**src/rtl/rxf_pkg.sv**
```systemverilog
package rxf_pkg;
  localparam int ADDR_BYTES = 6;
  localparam int BYTE_W     = 8;
  localparam int CNT_W      = $clog2(ADDR_BYTES + 1);
  localparam int REG_W      = 32;
  localparam int HASH_IDX_W = 6;
  localparam int HASH_BINS  = 2 ** HASH_IDX_W;
  localparam int HASH_WORDS = HASH_BINS / REG_W;
  localparam int SEL_W      = 3;
  localparam int CRC_W      = 32;
  localparam logic [CRC_W-1:0] CRC_POLY = 32'hEDB8_8320;

  localparam logic [SEL_W-1:0] SEL_STA_LO    = 3'd0;
  localparam logic [SEL_W-1:0] SEL_STA_HI    = 3'd1;
  localparam int               SEL_HASH_BASE = 2;
  localparam logic [SEL_W-1:0] SEL_CTRL      = 3'd4;

  localparam int CTRL_REJ_BCAST = 0;
  localparam int CTRL_PROMISC   = 1;

  typedef struct packed {
    logic [ADDR_BYTES-1:0][BYTE_W-1:0] station;
    logic [HASH_BINS-1:0]              hash;
    logic                              rej_bcast;
    logic                              promisc;
  } filt_cfg_t;

  // one byte, LSB first, reflected form
  function automatic logic [CRC_W-1:0] crc_step(input logic [CRC_W-1:0] c_in,
                                                input logic [BYTE_W-1:0] b);
    logic [CRC_W-1:0] c;
    c = c_in ^ {{(CRC_W-BYTE_W){1'b0}}, b};
    for (int k = 0; k < BYTE_W; k++) begin
      c = c[0] ? ((c >> 1) ^ CRC_POLY) : (c >> 1);
    end
    return c;
  endfunction
endpackage

```
**src/rtl/rxf_cfg_regs.sv**
```systemverilog
module rxf_cfg_regs
  import rxf_pkg::*;
#(
  parameter int RW = REG_W,
  parameter int HW = HASH_WORDS
) (
  input  logic             clk_i,
  input  logic             rst_ni,
  input  logic             wr_en_i,
  input  logic [SEL_W-1:0] wr_sel_i,
  input  logic [RW-1:0]    wr_data_i,
  output filt_cfg_t        cfg_o
);
  localparam int HI_W = 2 * BYTE_W;
  localparam int LO_BYTES = ADDR_BYTES - 2;

  logic [RW-1:0]    sta_lo_q;
  logic [HI_W-1:0]  sta_hi_q;
  logic [RW-1:0]    hash_q [HW];
  logic [HW*RW-1:0] hash_flat;
  logic             rej_q, pro_q;

  always_ff @(posedge clk_i or negedge rst_ni) begin
    if (!rst_ni) begin
      sta_lo_q <= '0;
      sta_hi_q <= '0;
      rej_q    <= 1'b0;
      pro_q    <= 1'b0;
    end else if (wr_en_i) begin
      if (wr_sel_i == SEL_STA_LO) sta_lo_q <= wr_data_i;
      if (wr_sel_i == SEL_STA_HI) sta_hi_q <= wr_data_i[HI_W-1:0];
      if (wr_sel_i == SEL_CTRL) begin
        rej_q <= wr_data_i[CTRL_REJ_BCAST];
        pro_q <= wr_data_i[CTRL_PROMISC];
      end
    end
  end

  for (genvar w = 0; w < HW; w++) begin : g_hash
    localparam logic [SEL_W-1:0] MY_SEL = SEL_W'(SEL_HASH_BASE + w);
    always_ff @(posedge clk_i or negedge rst_ni) begin
      if (!rst_ni)                            hash_q[w] <= '0;
      else if (wr_en_i && wr_sel_i == MY_SEL) hash_q[w] <= wr_data_i;
    end
    assign hash_flat[w*RW +: RW] = hash_q[w];
  end

  always_comb begin
    cfg_o.station[0] = sta_hi_q[HI_W-1 -: BYTE_W];
    cfg_o.station[1] = sta_hi_q[BYTE_W-1:0];
    for (int k = 0; k < LO_BYTES; k++) begin
      cfg_o.station[2+k] = sta_lo_q[RW-1-BYTE_W*k -: BYTE_W];
    end
    cfg_o.hash      = hash_flat;
    cfg_o.rej_bcast = rej_q;
    cfg_o.promisc   = pro_q;
  end

  AST_IDLE_HOLD: assert property (@(posedge clk_i) disable iff (!rst_ni)
    !wr_en_i |=> $stable(cfg_o));
  AST_BAD_SEL_HOLD: assert property (@(posedge clk_i) disable iff (!rst_ni)
    (wr_en_i && wr_sel_i > SEL_CTRL) |=> $stable(cfg_o));
endmodule

```
**src/rtl/rxf_addr_shift.sv**
```systemverilog
module rxf_addr_shift
  import rxf_pkg::*;
#(
  parameter int NB = ADDR_BYTES,
  parameter int BW = BYTE_W,
  parameter int CW = CNT_W
) (
  input  logic                    clk_i,
  input  logic                    rst_ni,
  input  logic                    byte_valid_i,
  input  logic [BW-1:0]           byte_i,
  input  logic                    sof_i,
  input  logic                    addr_end_i,
  output logic                    take_o,
  output logic                    complete_o,
  output logic [NB-1:0][BW-1:0]   addr_nxt_o
);
  logic [CW-1:0]         cnt_q, cnt_d, slot;
  logic [NB-1:0][BW-1:0] addr_q;
  logic                  room;

  assign slot   = sof_i ? '0 : cnt_q;
  assign room   = sof_i || (cnt_q < CW'(NB));
  assign take_o = byte_valid_i && room;
  assign complete_o = take_o && addr_end_i && (slot == CW'(NB - 1));

  always_comb begin
    addr_nxt_o = addr_q;
    if (take_o) addr_nxt_o[slot] = byte_i;
  end

  always_comb begin
    cnt_d = cnt_q;
    if (byte_valid_i && addr_end_i) cnt_d = '0;
    else if (take_o)                cnt_d = slot + CW'(1);
  end

  always_ff @(posedge clk_i or negedge rst_ni) begin
    if (!rst_ni) begin
      cnt_q  <= '0;
      addr_q <= '0;
    end else begin
      cnt_q  <= cnt_d;
      addr_q <= addr_nxt_o;
    end
  end

  AST_CNT_BOUND: assert property (@(posedge clk_i) disable iff (!rst_ni)
    cnt_q <= CW'(NB));
  AST_CNT_CLEAR: assert property (@(posedge clk_i) disable iff (!rst_ni)
    (byte_valid_i && addr_end_i) |=> cnt_q == '0);
  AST_SOF_FIRST: assert property (@(posedge clk_i) disable iff (!rst_ni)
    (byte_valid_i && sof_i && !addr_end_i) |=> cnt_q == CW'(1));
endmodule

```
**src/rtl/rxf_crc_byte.sv**
```systemverilog
module rxf_crc_byte
  import rxf_pkg::*;
#(
  parameter int BW = BYTE_W,
  parameter int CRCW = CRC_W
) (
  input  logic            clk_i,
  input  logic            rst_ni,
  input  logic            take_i,
  input  logic            restart_i,
  input  logic [BW-1:0]   byte_i,
  output logic [CRCW-1:0] crc_nxt_o
);
  logic [CRCW-1:0] crc_q, seed;

  assign seed      = restart_i ? '1 : crc_q;
  assign crc_nxt_o = take_i ? crc_step(seed, byte_i) : crc_q;

  always_ff @(posedge clk_i or negedge rst_ni) begin
    if (!rst_ni) crc_q <= '1;
    else         crc_q <= crc_nxt_o;
  end

  AST_CRC_HOLD: assert property (@(posedge clk_i) disable iff (!rst_ni)
    !take_i |=> $stable(crc_q));
endmodule

```
**src/rtl/rx_addr_filter.sv**
```systemverilog
module rx_addr_filter
  import rxf_pkg::*;
(
  input  logic                  clk_i,
  input  logic                  rst_ni,
  input  logic                  wr_en_i,
  input  logic [SEL_W-1:0]      wr_sel_i,
  input  logic [REG_W-1:0]      wr_data_i,
  input  logic                  byte_valid_i,
  input  logic [BYTE_W-1:0]     byte_i,
  input  logic                  sof_i,
  input  logic                  addr_end_i,
  output logic                  dec_valid_o,
  output logic                  dec_accept_o
);
  filt_cfg_t                         cfg;
  logic                              take, complete, end_c;
  logic [ADDR_BYTES-1:0][BYTE_W-1:0] addr_nxt;
  logic [CRC_W-1:0]                  crc_nxt;
  logic [HASH_IDX_W-1:0]             hidx;
  logic                              is_bcast, is_group, is_match, hash_hit, accept_c;
  logic                              valid_q, accept_q;

  rxf_cfg_regs u_regs (
    .clk_i, .rst_ni, .wr_en_i, .wr_sel_i, .wr_data_i, .cfg_o(cfg)
  );

  rxf_addr_shift u_shift (
    .clk_i, .rst_ni, .byte_valid_i, .byte_i, .sof_i, .addr_end_i,
    .take_o(take), .complete_o(complete), .addr_nxt_o(addr_nxt)
  );

  rxf_crc_byte u_crc (
    .clk_i, .rst_ni, .take_i(take), .restart_i(sof_i), .byte_i,
    .crc_nxt_o(crc_nxt)
  );

  assign end_c    = byte_valid_i && addr_end_i;
  assign hidx     = crc_nxt[CRC_W-1 -: HASH_IDX_W];
  assign is_bcast = &addr_nxt;
  assign is_group = addr_nxt[0][0];
  assign is_match = (addr_nxt == cfg.station);
  assign hash_hit = cfg.hash[hidx];

  // priority: promiscuous, broadcast, group hash, station match
  always_comb begin
    accept_c = 1'b0;
    if (complete) begin
      if (cfg.promisc)    accept_c = 1'b1;
      else if (is_bcast)  accept_c = !cfg.rej_bcast;
      else if (is_group)  accept_c = hash_hit;
      else                accept_c = is_match;
    end
  end

  always_ff @(posedge clk_i or negedge rst_ni) begin
    if (!rst_ni) begin
      valid_q  <= 1'b0;
      accept_q <= 1'b0;
    end else begin
      valid_q  <= end_c;
      accept_q <= accept_c;
    end
  end

  assign dec_valid_o  = valid_q;
  assign dec_accept_o = accept_q;

  AST_VALID_AFTER_END: assert property (@(posedge clk_i) disable iff (!rst_ni)
    end_c |=> dec_valid_o);
  AST_NO_SPURIOUS_VALID: assert property (@(posedge clk_i) disable iff (!rst_ni)
    !end_c |=> !dec_valid_o);
  AST_ACCEPT_QUAL: assert property (@(posedge clk_i) disable iff (!rst_ni)
    dec_accept_o |-> dec_valid_o);
  AST_SHORT_REJECT: assert property (@(posedge clk_i) disable iff (!rst_ni)
    (end_c && !complete) |=> !dec_accept_o);
  AST_PROMISC_ACCEPT: assert property (@(posedge clk_i) disable iff (!rst_ni)
    (complete && cfg.promisc) |=> dec_accept_o);
  AST_BCAST_BLOCK: assert property (@(posedge clk_i) disable iff (!rst_ni)
    (complete && is_bcast && cfg.rej_bcast && !cfg.promisc) |=> !dec_accept_o);
endmodule

```
**config.mk**
```make
export PLATFORM = sky130hd
export DESIGN_NAME = rx_addr_filter
export DESIGN_NICKNAME = d
export VERILOG_FILES = /design/src/rtl/rxf_pkg.sv /design/src/rtl/rxf_cfg_regs.sv /design/src/rtl/rxf_addr_shift.sv /design/src/rtl/rxf_crc_byte.sv /design/src/rtl/rx_addr_filter.sv
export SDC_FILE = /design/constraint.sdc
export NUM_CORES = 1
export LEC_CHECK = 0
export BUFFER_PORTS_ARGS = -buffer_cell sky130_fd_sc_hd__buf_2
export CAP_MARGIN = 15
export CORE_MARGIN = 3
export CORE_UTILIZATION = 50
export DETAILED_ROUTE_END_ITERATION = 12
export PLACE_DENSITY = 0.7
export SYNTH_ARGS = -nofsm -noshare
export SYNTH_HDL_FRONTEND = slang
export SYNTH_HIERARCHICAL = 1
export SYNTH_SLANG_ARGS = --single-unit
```
**constraint.sdc**
```tcl
create_clock -name clk_i -period 3.67 [get_ports clk_i]
set_clock_uncertainty 0.15 [all_clocks]
set_input_delay 0.734 -clock clk_i [delete_from_list [all_inputs] [get_ports clk_i]]
set_output_delay 0.734 -clock clk_i [all_outputs]
set_load 0.005 [all_outputs]
```
# == After elaboration in Yosys (flattened, before gate mapping) ==
# Index checks and enable logic that the tools add are counted.
# op_classes
reduce_logical,15
order_cmp,4
n_bitwise,9
n_addsub,1
n_eq_ne,6
mux,23
# op_table
operator,count
$mux 32,10
$not 13->14,8
$bwmux 48,1
$eq 48x48->1,1
$mux 48,1
$reduce_and 48->1,1
$xor 32x8->32,1
$demux 8 s3,1
$mux 3,3
$mux 8,1
$logic_and 1x1->1,7
$lt 6x7->1 const B,1
$bmux 1 s6,1
$eq 3x2->1 const B,2
$eq 3x3->1 const B,2
$reduce_and 2->1,3
$mux 1,5
$lt 3x4->1 const B,1
$add 3x1->3 const B,1
$eq 3x1->1 const B,1
$ge 3x1->1 const B,1
$logic_not 3->1,1
$lt 3x3->1 const B,1
$reduce_bool 2->1,1
other kinds (2),2
# word_totals
output_inout_bits,2
input_bits,49
word_cells,75
regBits,199

# == Longest topological paths before layout ==
# logic_depth
ltp_word,25
depth_mapped,15
mapped_depth_nobuf,12

# == Cells and area by module ==
# The synthesis kept the hierarchy.
# modules_own_cells
module,seq_area_each_um2,instances,area_each_um2,cells_per_inst
rxf_cfg_regs,2852.7,1,4332.9,247
rxf_crc_byte,840.8,1,2332.2,223
rxf_addr_shift,1276.2,1,2053.2,127
rx_addr_filter,50.0,1,1346.3,145

# == Worst setup path after synthesis ==
# No wires, ideal clock.
# synth_path
kind,in2reg
start,input port byte_valid_i
end,"register accept_q, in the netlist dec_accept_o"
cell_stages,13
setup_time_ns,0.129
t_required_ns,3.391
arrival_time_ns,3.560
path_buffers,5
slack_ns,-0.169
path_cell_list,buf_4 > inv_2 > a31oi_1 > clkbuf_1 > clkbuf_1 > mux2_2 > buf_6 > buf_12 > mux4_2 > o32a_1 > o211ai_1 > a21oi_1 > o41a_1
# synth_via
elab_chain_cells,8
elab_cells_between_ends,13
classes_between,eq/ne: 1; mux: 8; reduce/logical: 4
# synth_lines
element,line_no,source
from (decl),rx_addr_filter.sv:9,"input logic byte_valid_i,"
$logic_and 1x1->1,rxf_addr_shift.sv:24,assign take_o = byte_valid_i && room;
net take,rx_addr_filter.sv:17,"logic take, complete, end_c;"
$mux 32,rxf_crc_byte.sv:17,"assign crc_nxt_o = take_i ? crc_step(seed, byte_i) : crc_q;"
net crc_nxt[27],rx_addr_filter.sv:19,logic [CRC_W-1:0] crc_nxt;
$bmux 1 s6,rx_addr_filter.sv:43,assign hash_hit = cfg.hash[hidx];
$mux 1 (implied by the code),rx_addr_filter.sv:43,
$mux 1,rx_addr_filter.sv:51,else if (is_group) accept_c = hash_hit;
$mux 1,rx_addr_filter.sv:50,else if (is_bcast) accept_c = !cfg.rej_bcast;
$mux 1,rx_addr_filter.sv:49,if (cfg.promisc) accept_c = 1'b1;
$mux 1,rx_addr_filter.sv:48,if (complete) begin
net accept_c,rx_addr_filter.sv:21,"logic is_bcast, is_group, is_match, hash_hit, accept_c;"
to (signal assigned),rx_addr_filter.sv:62,accept_q <= accept_c;
to (decl),rx_addr_filter.sv:22,"logic valid_q, accept_q;"
# The timed path passes the listed nets, and every way through them passes these cells. The select of a mux whose other input is x is not followed.
# A chain may end at the register's enable or synchronous reset.

# == Worst setup path after layout ==
# layout_path
start,register u_crc.crc_q[7]
end,"register accept_q, in the netlist dec_accept_o"
# layout_via
elab_chain_cells,18
# layout_lines
element,line_no,source
from (decl),rxf_crc_byte.sv:14,"logic [CRCW-1:0] crc_q, seed;"
from (signal assigned),rxf_crc_byte.sv:21,else crc_q <= crc_nxt_o;
$mux 32 (*),rxf_crc_byte.sv:16,assign seed = restart_i ? '1 : crc_q;
$xor 32x8->32 (*),rxf_pkg.sv:32,"c = c_in ^ {{(CRC_W-BYTE_W){1'b0}}, b};"
$mux 32 (*),rxf_pkg.sv:34,c = c[0] ? ((c >> 1) ^ CRC_POLY) : (c >> 1);
$not 13->14 (no line),--,
$mux 32 (*) (7 in series),rxf_pkg.sv:34,
$mux 32 (*),rxf_crc_byte.sv:17,
net crc_nxt[27],rx_addr_filter.sv:19,
$bmux 1 s6 (*),rx_addr_filter.sv:43,
$mux 1 (implied by the code) (*),rx_addr_filter.sv:43,
$mux 1 (*),rx_addr_filter.sv:51,
$mux 1 (*),rx_addr_filter.sv:50,
$mux 1 (*),rx_addr_filter.sv:49,
$mux 1 (*),rx_addr_filter.sv:48,
net accept_c,rx_addr_filter.sv:21,
# Mark *: on every way through the listed nets, which the timed path passes. The rest lies on a longest branch. The select of a mux whose other input is x is not followed.

==> flow_summary.toml <==
[floorplan]
start_util = 0.5138
die_area_sq_um = 21870
core_sq_um = 19590
dieWidth_um = 147.9
rows = 51
pin_count = 51
die_h_um = 147.9

[placement]
place_area_sq_um = 10840
port_buffers = 50
hpwl_um = 18120
gp_congestion = 0.9970

[worst_setup_path]
cp_slowest_cell = "dfstp_2"
crit_path_max_incr_delay_ns = 0.63
arrival_ns = 3.67
cp-start-kind = "register"
crit_required_ns = 3.83
crit_path_max_fanout = 8
worstSetupPathType = "reg -> reg"
cp_common_cell = "xnor2_1"
path_delay_family = "multiplexers"
end_kind = "register"
crit_buf_inv = 1
path_cells = "xnor2_1 > nor2_1 > xnor2_2 > xnor2_1 > xnor2_1 > mux2_4 > buf_12 > mux4_1 > mux2i_1 > nand3_1 > o211ai_1 > a21oi_1 > o41a_1"

[synth]
syn-num-nets = 791
synth_edf_count = 0
postSynthAreaPerCell_sq_um = 13.56
synth-seq-cells = 199
synthTopCellsByArea = "dfrtp_1 42%, mux2_2 18%, dfstp_2 8.4%"
synthesis.area_sq_um = 10060
synthArstFlopShare = 1.000
synthFlopType = "dfrtp_1"
synth_top_area_cell = "dfrtp_1"
yosysWarnings = 6
synthCells = 742
synth_seq_area_share = 0.4988
synth_top_area_frac = 0.4152
synth.distinct_cells = 58

[grt]
overflow = 0
grt_pass1_wl_um = 38380
antenna_found_initial = 0
grt_max_degree = 101
grt_pass1_vias = 6742
track_usage = 0.2310

[power]
p_leak_nw = 4.949
powerDensity_nw_per_um2 = 816.2
total_power_mw = 9.352
ir_drop_mv = 0.3667

[clocking]
clockRootBuffer = "clkbuf_16"
clock_sinks = 199
ctsLongestPathBuffers = 2
clkTransAtPathRegs_ns = 0.08
cts_hold_repair.buffers = 0
cts_tree = "yes"
cts_made_buffers = 17
clk_latency_ns = 0.44
cts_max_level = 4

[sta]
slew-limit-headroom = 0.4583
drv_slew = 0
min_period_ns = 3.501
rsz0062_at_grt = "no"
worst_pin_slew_ns = 0.8125
hold_viol = 0
clock.fmax_ghz = 0.2856
setup_viol = 0
fin_hold_ws_ns = 0.2516
timing.final.crit_share = 0.9540

[hold_path]
hold_class = "in -> async"

[route]
drc_errors = 0
via_per_inst = 5.635
dr.first_iter.drc_count = 331
ant_nets = 0
post_drt_wl_per_cell_um = 21.98
drt_pass1_iterations = 5
num_vias = 6210
drt-total-wl_um = 24220

[cells_and_area]
final_area_sq_um = 11460
final_common_cell = "dfrtp_1"
layout_common_cells = "167 x dfrtp_1, 162 x mux2_2, 67 x xnor2_1, 57 x nor2_1, 52 x xor2_1"
layout-drive-gt1-share = 0.4301
syn_to_final_growth_pct = 13.85
antenna-diode-count = 0
fin_nets = 873

[run]
drv_cap = 0

[run_status]
status = "complete, no violations"
through the flow:
step	setup slack, ns	instances	utilization	TNS [ns]
2_1_floorplan	0.06526	742	-	0
3_3_place_gp	-0.1088	1070	0.5536	-0.1088
5_1_grt	0.01967	1102	0.5849	0
4_1_cts	0.08139	1102	0.5847	0
6_report	0.1687	1102	0.5849	0
3_5_place_dp	-0.1556	1070	0.5536	-0.1556
layout make-up:
type | instances | area, sq um
fillers | 1588 | 8132
flip-flops and latches | 199 | 5020
multi-input cells | 486 | 4713
repair buffers | 103 | 719.4
clock buffers | 18 | 429.2
well taps | 265 | 331.6
clock inverters | 14 | 181.4
inverters | 17 | 63.81
state kept, by name, summed over array words and instances, names as in the netlist:
register / cells
dec_accept_o: 1
dec_valid_o: 1
u_crc/crc_q: 32
u_regs/cfg_o: 64
u_regs/pro_q: 1
u_regs/rej_q: 1
u_regs/sta_hi_q: 16
u_regs/sta_lo_q: 32
u_shift/addr_q: 48
u_shift/cnt_q: 3
cell families after synthesis:
| logic type | share of synthesized area |
|---|---|
| XOR/XNOR | 0.1244 |
| AND/OR/NAND/NOR | 0.06166 |
| flip-flops | 0.4988 |
| buffers and inverters | 0.03667 |
| multiplexers | 0.2479 |
| AO/OA/AOI/OAI | 0.03058 |
synth_stat cells, types with 2 or more instances:
cell	count
buf_4	4
buf_1	4
mux4_2	4
and2_1	2
buf_6	13
nand4b_1	2
a21oi_1	17
nor3_1	2
xnor2_1	67
xnor3_1	3
xor2_1	52
inv_1	16
nand2_1	5
mux4_1	12
nor2_1	57
o22ai_1	5
o21ai_0	2
o211ai_1	2
mux2_2	163
mux2i_1	4
clkbuf_1	4
buf_2	13
nand3_1	2
dfrtp_1	167
a2111oi_0	2
o2bb2ai_1	2
o22a_1	2
mux2_1	7
and4bb_2	2
nand2b_1	3
a31oi_1	4
xnor2_4	3
xnor2_2	2
a221oi_1	3
dfstp_2	32
nand4_1	17
nor4_1	12
mux2_4	9
timing repair:
| action | 4_1_cts | 5_1_grt |
|---|---|---|
| setup buffers | 0 | 0 |
| hold endpoints to repair | 0 | 0 |
| gates resized for setup | 0 | 1 |
| setup endpoints to repair | 0 | 1 |
per-layer routing:
layer,up-vias,GRT usage,share of wire
met3,36,0.03924,0.040
met1,3228,0.3086,0.44
li1,2789,-,-
met4,0,0.07714,0.023
met5,-,0,0
met2,157,0.3868,0.50
where the power goes:
group / internal [mW] / switching, mW
registers: 2.97 / 0.422
logic: 2.17 / 1.87
clock network: 0.987 / 0.930
path summary, 6_finish.rpt:
path                                    end  slack (ns)  depth (start not counted)            start
max                            dec_accept_o        0.17                         13   u_crc/crc_q[7]
min                        u_regs/cfg_o[33]        0.25                          1           rst_ni
max reg2reg                    dec_accept_o        0.17                         13   u_crc/crc_q[7]
min reg2reg                 u_regs/cfg_o[8]        0.35                          1  u_regs/cfg_o[8]
max in group asynchronous   u_crc/crc_q[10]        2.28                          2           rst_ni
min in group clk_i          u_regs/cfg_o[8]        0.35                          1  u_regs/cfg_o[8]
Power figures use the tool's default switching activity.
